[src/rtl/rl_pkg.sv]
package rl_pkg;

  typedef enum logic [3:0] {
    ST_IDLE,
    ST_L_PRES,
    ST_L_OPEN,
    ST_L_CHG,
    ST_L_FOL,
    ST_L_CLOSE,
    ST_L_RET,
    ST_U_PRES,
    ST_U_OPEN,
    ST_U_RET,
    ST_U_CLOSE
  } step_e;

  typedef enum logic [1:0] {
    SRC_NEUTRAL,
    SRC_COPY,
    SRC_NEW
  } src_e;

endpackage

[src/rtl/rl_seq_fsm.sv]
module rl_seq_fsm
  import rl_pkg::*;
(
  input  logic  clk,
  input  logic  rst_n,
  input  logic  latch_req,
  input  logic  unlatch_req,
  output step_e step,
  output logic  busy,
  output logic  gate_cmd,
  output src_e  src,
  output logic  take_latch,
  output logic  take_unlatch,
  output logic  proto_err
);

  step_e step_q, step_d;
  logic  perr_q;
  logic  idle;
  logic  any_req;

  assign idle         = (step_q == ST_IDLE);
  assign any_req      = latch_req | unlatch_req;
  assign take_latch   = idle & latch_req & ~unlatch_req;
  assign take_unlatch = idle & unlatch_req & ~latch_req;

  always_comb begin
    step_d = step_q;
    unique case (step_q)
      ST_IDLE: begin
        if (take_latch)        step_d = ST_L_PRES;
        else if (take_unlatch) step_d = ST_U_PRES;
      end
      ST_L_PRES:  step_d = ST_L_OPEN;
      ST_L_OPEN:  step_d = ST_L_CHG;
      ST_L_CHG:   step_d = ST_L_FOL;
      ST_L_FOL:   step_d = ST_L_CLOSE;
      ST_L_CLOSE: step_d = ST_L_RET;
      ST_L_RET:   step_d = ST_IDLE;
      ST_U_PRES:  step_d = ST_U_OPEN;
      ST_U_OPEN:  step_d = ST_U_RET;
      ST_U_RET:   step_d = ST_U_CLOSE;
      ST_U_CLOSE: step_d = ST_IDLE;
      default:    step_d = ST_IDLE;
    endcase
  end

  always_comb begin
    gate_cmd = 1'b0;
    src      = SRC_NEUTRAL;
    unique case (step_q)
      ST_L_PRES:  src = SRC_COPY;
      ST_L_OPEN:  begin src = SRC_COPY; gate_cmd = 1'b1; end
      ST_L_CHG:   begin src = SRC_NEW;  gate_cmd = 1'b1; end
      ST_L_FOL:   begin src = SRC_NEW;  gate_cmd = 1'b1; end
      ST_L_CLOSE: src = SRC_NEW;
      ST_U_PRES:  src = SRC_COPY;
      ST_U_OPEN:  begin src = SRC_COPY; gate_cmd = 1'b1; end
      ST_U_RET:   gate_cmd = 1'b1;
      default:    ;
    endcase
  end

  always_ff @(posedge clk) begin
    if (!rst_n) begin
      step_q <= ST_IDLE;
      perr_q <= 1'b0;
    end else begin
      step_q <= step_d;
      if ((!idle && any_req) || (idle && latch_req && unlatch_req))
        perr_q <= 1'b1;
    end
  end

  assign step      = step_q;
  assign busy      = ~idle;
  assign proto_err = perr_q;

  AST_BUSY_REQ_FLAGGED: assert property (@(posedge clk) disable iff (!rst_n)
    (busy && any_req) |=> proto_err) else $error("busy request not flagged");
  AST_DOUBLE_REQ_IDLE: assert property (@(posedge clk) disable iff (!rst_n)
    (!busy && latch_req && unlatch_req) |=> (!busy && proto_err)) else $error("double request started");
  AST_PERR_STICKY: assert property (@(posedge clk) disable iff (!rst_n)
    proto_err |=> proto_err) else $error("proto_err cleared");

endmodule

[src/rtl/rl_line_drive.sv]
module rl_line_drive
  import rl_pkg::*;
#(
  parameter int DW = 4
) (
  input  logic          clk,
  input  logic          rst_n,
  input  logic          take_latch,
  input  logic          take_unlatch,
  input  logic [DW-1:0] din_vld,
  input  logic [DW-1:0] din_val,
  input  logic [DW-1:0] store_vld,
  input  logic [DW-1:0] store_val,
  input  src_e          src,
  output logic [DW-1:0] line_vld,
  output logic [DW-1:0] line_val
);

  logic [DW-1:0] copy_vld_q, copy_val_q;
  logic [DW-1:0] new_vld_q,  new_val_q;
  logic [DW-1:0] din_val_m;

  assign din_val_m = din_val & din_vld;

  always_ff @(posedge clk) begin
    if (!rst_n) begin
      copy_vld_q <= '0;
      copy_val_q <= '0;
      new_vld_q  <= '0;
      new_val_q  <= '0;
    end else if (take_latch) begin
      copy_vld_q <= store_vld;
      copy_val_q <= store_val;
      new_vld_q  <= din_vld;
      new_val_q  <= din_val_m;
    end else if (take_unlatch) begin
      copy_vld_q <= din_vld;
      copy_val_q <= din_val_m;
    end
  end

  generate
    for (genvar b = 0; b < DW; b++) begin : g_bit
      always_comb begin
        unique case (src)
          SRC_COPY: begin line_vld[b] = copy_vld_q[b]; line_val[b] = copy_val_q[b]; end
          SRC_NEW:  begin line_vld[b] = new_vld_q[b];  line_val[b] = new_val_q[b];  end
          default:  begin line_vld[b] = 1'b0;          line_val[b] = 1'b0;          end
        endcase
      end
    end
  endgenerate

  AST_LINE_NEUTRAL_ZERO: assert property (@(posedge clk) disable iff (!rst_n)
    ((line_val & ~line_vld) == '0)) else $error("neutral bit carries value");

endmodule

[src/rtl/rl_store_node.sv]
module rl_store_node #(
  parameter int DW = 4
) (
  input  logic          clk,
  input  logic          rst_n,
  input  logic          gate,
  input  logic [DW-1:0] line_vld,
  input  logic [DW-1:0] line_val,
  output logic [DW-1:0] store_vld,
  output logic [DW-1:0] store_val
);

  logic [DW-1:0] vld_q, val_q;

  always_ff @(posedge clk) begin
    if (!rst_n) begin
      vld_q <= '0;
      val_q <= '0;
    end else if (gate) begin
      vld_q <= line_vld;
      val_q <= line_val;
    end
  end

  assign store_vld = vld_q;
  assign store_val = val_q;

  AST_STORE_HOLD_CLOSED: assert property (@(posedge clk) disable iff (!rst_n)
    !gate |=> ($stable(store_vld) && $stable(store_val))) else $error("store moved while closed");

endmodule

[src/rtl/rl_gate_monitor.sv]
module rl_gate_monitor #(
  parameter int DW = 4
) (
  input  logic          clk,
  input  logic          rst_n,
  input  logic          gate,
  input  logic [DW-1:0] line_vld,
  input  logic [DW-1:0] line_val,
  input  logic [DW-1:0] store_vld,
  input  logic [DW-1:0] store_val,
  output logic          dissip_err
);

  logic gate_prev_q;
  logic derr_q;
  logic opening;
  logic mismatch;

  assign opening  = gate & ~gate_prev_q;
  assign mismatch = (line_vld != store_vld) || (line_val != store_val);

  always_ff @(posedge clk) begin
    if (!rst_n) begin
      gate_prev_q <= 1'b0;
      derr_q      <= 1'b0;
    end else begin
      gate_prev_q <= gate;
      if (opening && mismatch) derr_q <= 1'b1;
    end
  end

  assign dissip_err = derr_q;

  AST_DERR_STICKY: assert property (@(posedge clk) disable iff (!rst_n)
    dissip_err |=> dissip_err) else $error("dissip_err cleared");

endmodule

[src/rtl/rlatch_seq_ctrl.sv]
module rlatch_seq_ctrl
  import rl_pkg::*;
#(
  parameter int DW = 4
) (
  input  logic          clk,
  input  logic          rst_n,
  input  logic          latch_req,
  input  logic          unlatch_req,
  input  logic [DW-1:0] din_vld,
  input  logic [DW-1:0] din_val,
  output logic [DW-1:0] line_vld,
  output logic [DW-1:0] line_val,
  output logic          gate_open,
  output logic [DW-1:0] store_vld,
  output logic [DW-1:0] store_val,
  output logic          busy,
  output logic          proto_err,
  output logic          dissip_err
);

  step_e step;
  src_e  src;
  logic  take_latch, take_unlatch;

  rl_seq_fsm u_fsm (
    .clk          (clk),
    .rst_n        (rst_n),
    .latch_req    (latch_req),
    .unlatch_req  (unlatch_req),
    .step         (step),
    .busy         (busy),
    .gate_cmd     (gate_open),
    .src          (src),
    .take_latch   (take_latch),
    .take_unlatch (take_unlatch),
    .proto_err    (proto_err)
  );

  rl_line_drive #(.DW(DW)) u_drive (
    .clk          (clk),
    .rst_n        (rst_n),
    .take_latch   (take_latch),
    .take_unlatch (take_unlatch),
    .din_vld      (din_vld),
    .din_val      (din_val),
    .store_vld    (store_vld),
    .store_val    (store_val),
    .src          (src),
    .line_vld     (line_vld),
    .line_val     (line_val)
  );

  rl_store_node #(.DW(DW)) u_store (
    .clk       (clk),
    .rst_n     (rst_n),
    .gate      (gate_open),
    .line_vld  (line_vld),
    .line_val  (line_val),
    .store_vld (store_vld),
    .store_val (store_val)
  );

  rl_gate_monitor #(.DW(DW)) u_mon (
    .clk        (clk),
    .rst_n      (rst_n),
    .gate       (gate_open),
    .line_vld   (line_vld),
    .line_val   (line_val),
    .store_vld  (store_vld),
    .store_val  (store_val),
    .dissip_err (dissip_err)
  );

  AST_IDLE_QUIET: assert property (@(posedge clk) disable iff (!rst_n)
    !busy |-> (!gate_open && line_vld == '0)) else $error("idle but driving");
  AST_LATCH_OPENS_MATCHED: assert property (@(posedge clk) disable iff (!rst_n)
    (gate_open && step == ST_L_OPEN) |-> (line_vld == store_vld && line_val == store_val))
    else $error("latch opened on mismatch");
  AST_UNLATCH_ENDS_NEUTRAL: assert property (@(posedge clk) disable iff (!rst_n)
    (step == ST_U_CLOSE) |-> (store_vld == '0)) else $error("unlatch left charge");

endmodule

[config.mk]
export PLATFORM = sky130hd
export DESIGN_NAME = rlatch_seq_ctrl
export DESIGN_NICKNAME = d
export VERILOG_FILES = /design/src/rtl/rl_pkg.sv /design/src/rtl/rl_seq_fsm.sv /design/src/rtl/rl_line_drive.sv /design/src/rtl/rl_store_node.sv /design/src/rtl/rl_gate_monitor.sv /design/src/rtl/rlatch_seq_ctrl.sv
export SDC_FILE = /design/constraint.sdc
export NUM_CORES = 1
export LEC_CHECK = 0
export BUFFER_PORTS_ARGS = -buffer_cell sky130_fd_sc_hd__buf_2
export CORE_MARGIN = 1
export CORE_UTILIZATION = 50
export CTS_CLUSTER_SIZE = 24
export DETAILED_ROUTE_END_ITERATION = 7
export PLACE_DENSITY = 0.84
export SYNTH_ARGS = -nofsm -noshare
export SYNTH_HDL_FRONTEND = slang
export SYNTH_HIERARCHICAL = 1
export SYNTH_SLANG_ARGS = --single-unit
[constraint.sdc]
create_clock -name clk -period 6.65 [get_ports clk]
set_input_delay 1.995 -clock clk [delete_from_list [all_inputs] [get_ports clk]]
set_output_delay 1.995 -clock clk [all_outputs]
set_load 0.02 [all_outputs]
## Yosys cells after proc, flatten, opt, wreduce, memory -nomap -nowiden

Cells that the tools add are included.

- Register bits after elaboration: 31
- Output and inout port bits: 20
- Word-level logic and storage cells: 63

- Eq/ne operators: 13
- Mux-type cells: 17
- Bitwise gates (word level): 11
- Reductions and logical operators: 12

Operator list:

| cell | number |
|---|---|
| case mux 4 bit (9 select lines) | 1 |
| two-way mux 4 bit | 6 |
| case mux 1 bit (2 select lines) | 8 |
| == test 4 x 3 -> 1 bit, second input constant | 3 |
| == test 4 x 2 -> 1 bit, second input constant | 2 |
| == test 4 bit, second input constant | 2 |
| != test 4 bit | 2 |
| AND 1 bit | 5 |
| OR reduction 5 bit | 1 |
| AND 4 bit | 1 |
| == test 4 x 1 -> 1 bit, second input constant | 1 |
| logical AND 1 bit | 4 |
| logical NOT 4 bit | 1 |
| NOT 1 bit | 4 |
| case mux 2 bit (2 select lines) | 1 |
| OR reduction 4 bit | 1 |
| != test 3 bit, second input constant | 1 |
| OR reduction 3 bit | 1 |
| == test 2 x 1 -> 1 bit, second input constant | 1 |
| == test 2 bit, second input constant | 1 |
| logical OR 1 bit | 2 |
| nonzero test 2 bit | 1 |
| logical NOT 1 bit | 1 |
| two-way mux 1 bit | 1 |
| OR 1 bit | 1 |

## Depth between registers and ports, before layout

- Word-level depth: 8
- Mapped depth: 13
- Mapped depth without buffers: 11

## By module

Netlist, hierarchy kept.

Modules (own cells, without submodules):

| module | instances | cells an instance | area each (µm²) |
|---|---|---|---|
| rl_line_drive | 1 | 92 | 883.3 |
| rl_seq_fsm | 1 | 41 | 339.1 |
| rl_store_node | 1 | 25 | 301.5 |
| rl_gate_monitor | 1 | 16 | 146.4 |

## Least setup slack after synthesis

No wires, ideal clock.

- Kind: flip-flop to output port
- Start: reg u_fsm.step_q[3] (netlist: u_fsm/step[3])
- End: out line_val[0]
- Arrival: 1.886 ns
- Required time: 4.655 ns
- Slack: 2.769 ns
- Stages on the path, launching flop included: 9
- Cells stage by stage: dfxtp_1 -> clkbuf_1 -> nor2b_1 -> nand2b_1 -> o22ai_1 -> inv_1 -> ha_1 -> buf_1 -> nor2_1

- Cells in the longest elaborated chain, start to end: 5
- Elaborated cells on any way between the ends: 13
- Those cells by class: 9 x eq/ne; 2 x mux; 2 x reduce/logical

Ends and longest elaborated chain:

| item | line | RTL |
|---|---|---|
| start, declared | rl_seq_fsm.sv:17 | `step_e step_q, step_d;` |
| start signal, assigned | rl_seq_fsm.sv:69 | `step_q <= step_d;` |
| == test 4 x 1 -> 1 bit (tied with other cells) | rl_seq_fsm.sv:51 | `unique case (step_q)` |
| OR reduction 4 bit (no line) / OR reduction 3 bit (equally long branches) | -- |  |
| case mux 2 bit (2 select lines) * | rl_seq_fsm.sv:51 |  |
| via src[0] | rlatch_seq_ctrl.sv:23 | `src_e src;` |
| == test 2 bit / == test 2 x 1 -> 1 bit (equally long branches) | rl_line_drive.sv:45 | `unique case (src)` |
| case mux 1 bit (2 select lines) * | rl_line_drive.sv:45 |  |
| end, declared | rlatch_seq_ctrl.sv:13 | `output logic [DW-1:0] line_val,` |

The timed path passes the listed nets; every way through them passes the cells marked *.

## Final worst setup path

- Start: reg u_fsm.step_q[3] (netlist: u_fsm/step[3])
- End: out line_val[1]

Same word-level chain as after synthesis.

==> reports/qor.csv <==
metric,value,unit
WHS,470,ps
"Hold-fix buffers, CTS",0,
final setup TNS,0,ps
Tcrit/Tclk final,64.7,%
Max Clk Rate,232,MHz
NumNets Final,213,
global-route wire length before repair,5420,um
Worst-path clk slew,100,ps
largest net degree at the start of global routing,32,
postcts setup bufs,0,
Final Non-Filler Cells,244,
Unique masters post-synth,38,
relative slew slack,33.0,%
CTS resizes,0,
Die ar.,0.00358,mm^2
fin. max-slew vios,0,
WP data required,4660,ps
"commonest cells after routing, fill and taps aside","buf_2 (31), dfxtp_1 (31), nor2b_1 (18)",
fraction of registers with async set/reset,0,%
initial antenna violation count,0,
CTS tree,built,
Ports,32,
gr usage total,21.0,%
CP Class,flip-flop to output port,
Cell Rows,20,
final setup vio count,0,
gp weighted congestion,0.810,
ys flop type,dfxtp_1,
Skew-Pair Late Insertion Delay,340,ps
placed cell areas,0.00179,mm^2
clock skew,7.71,ps
Core ar.,0.00310,mm^2
Clock Sinks,31,
max cap viols,0,
Synth Cell Area,0.00167,mm^2
Worst-Margin Slew,1000,ps
YS warnings,6,
antenna-violating nets left,0,
worst vdd ir,0.000140,V
Starting DRT DRC Count,95,
Vias/cell,5.48,
startpoint types,flip-flop,
Leak,0.859,nW
crit path time final,4300,ps
Die Span Y,59.8,um
DRT Wirelength,3440,um
post-DR wirelength/cell,14.1,um
Hold Path Class,flip-flop to flip-flop,
Antenna Cells,0,
number of synthesized flops with an enable pin,0,
Synthesized Nets,188,
Design Power,0.000491,W
Num CTS Buffers,5,
sequential area share after synthesis,37.2,%
PortBufs,31,
fin area,0.00186,mm^2
Max Buffers Root-to-Sink,2,
Synth-to-Final Area Change,11.6,%
#FFs+latches synth,31,
starting density of the core,53.8,%
Residual DRC,0,
outcome,"finished, final reports clean",
post-DP HPWL,2400,um
H-tree depth,2,
crit end category,output port,
vias,1338,
Pre-antenna DRT Iters,4,
final hold viol count,0,
syn avg cell area,9.60,um^2
Worst Path Max Fanout,11,
Worst Path Arrival,2310,ps
vias in the first global route,1176,
PD cells,263,mW/mm^2
Post-Place Cells,236,
Die W,59.8,um
CTS root buf,clkbuf_4,
RSZ-0062 raised after global routing,false,
gr ovfl total,0,
Syn Inst Count,174,
layout cell share with drive strength beyond 1,23.5,%
==> path summary, 6_finish.rpt <==
path,from,slack [ps],depth (start not counted),end
max,u_fsm/step[3],2350,7,line_val[1]
min,u_fsm/proto_err,470,1,u_fsm/proto_err
max reg2reg,u_fsm/step[3],4010,11,u_mon/dissip_err
min reg2reg,u_fsm/proto_err,470,1,u_fsm/proto_err
==> cell type report <==
class | count | area (um^2)
Fill cell | 285 | 1240
Multi-Input combinational cell | 126 | 942
Sequential cell | 31 | 621
Timing Repair Buffer | 32 | 163
Clock buffer | 7 | 65.1
Tap cell | 44 | 55.1
Inverter | 3 | 11.3
Clock inverter | 1 | 7.51
==> through the flow <==
step | utilization [%] | setup slack (ps)
6_report | 60.1 | 2350
4_1_cts | 60.1 | 2360
3_3_place_gp | 57.7 | 2760
5_1_grt | 60.1 | 2110
2_1_floorplan | - | 2770
3_5_place_dp | 57.7 | 2730
==> cell families (layout without fill, tap and decap cells) <==
| group | after synthesis | after routing | synth area share (%) |
|---|---|---|---|
| and+or+nand+nor | 67 | 67 | 23.7 |
| AOI/OAI and AO/OA | 31 | 31 | 15.0 |
| DFF | 31 | 31 | 37.2 |
| buffers and inverters | 17 | 43 | 6.44 |
| muxes | 16 | 16 | 10.8 |
| xor gates and xnor gates | 9 | 9 | 4.72 |
| adders and majority gates | 3 | 3 | 2.17 |
==> cells in the mapped netlist, drive strengths merged (2+ instances only) <==
| cell | instances | area (um^2) |
|---|---|---|
| nor4 | 2 | 12.5 |
| a22oi | 8 | 60.1 |
| dfxtp | 31 | 621 |
| xor2 | 8 | 70.1 |
| buf | 9 | 77.6 |
| o211a | 4 | 40.0 |
| and3 | 4 | 27.5 |
| a21oi | 2 | 10.0 |
| mux2 | 4 | 60.1 |
| nand2 | 2 | 7.51 |
| inv | 3 | 11.3 |
| nand4b | 2 | 17.5 |
| ha | 2 | 25.0 |
| nand3 | 4 | 20.0 |
| a21boi | 5 | 37.5 |
| nor3b | 3 | 22.5 |
| nor2b | 18 | 113 |
| nor2 | 11 | 41.3 |
| nand3b | 2 | 15.0 |
| nand2b | 17 | 106 |
| clkbuf | 5 | 18.8 |
| o311a | 5 | 50.1 |
| mux2i | 12 | 120 |
==> routing by layer <==
layer  share of wire (%)  global-route usage [%]  vias to the layer above
li1                    -                       -                      665
met1                  48                    28.0                      628
met2                  46                    30.3                       40
met3                 5.3                    8.01                        5
met4                 1.3                    7.97                        0
met5                   0                       0                        -
==> worst max-delay path, cell delays in order (launching register included) <==
cell,delay (ps)
dfxtp_1,510
nor2b_1,220
nand2b_1,90
o22ai_1,190
inv_1,70
ha_1,400
nor2_1,280
buf_2,220
==> registers in the layout (all words and copies together) (netlist names) <==
| signal | flops |
|---|---|
| u_fsm/step | 4 |
| u_store/store_val | 4 |
| u_drive/new_vld_q | 4 |
| u_store/store_vld | 4 |
| u_drive/copy_vld_q | 4 |
| u_drive/new_val_q | 4 |
| u_mon/dissip_err | 1 |
| u_drive/copy_val_q | 4 |
| u_fsm/proto_err | 1 |
| u_mon/gate_prev_q | 1 |
==> power breakdown <==
part	internal (W)	switching, W	total, W
logic	0.0000627	0.0000795	0.000142
registers	0.000202	0.0000162	0.000218
clock network	0.0000617	0.0000685	0.000130
No activity file was read; power rests on OpenSTA's default activity.
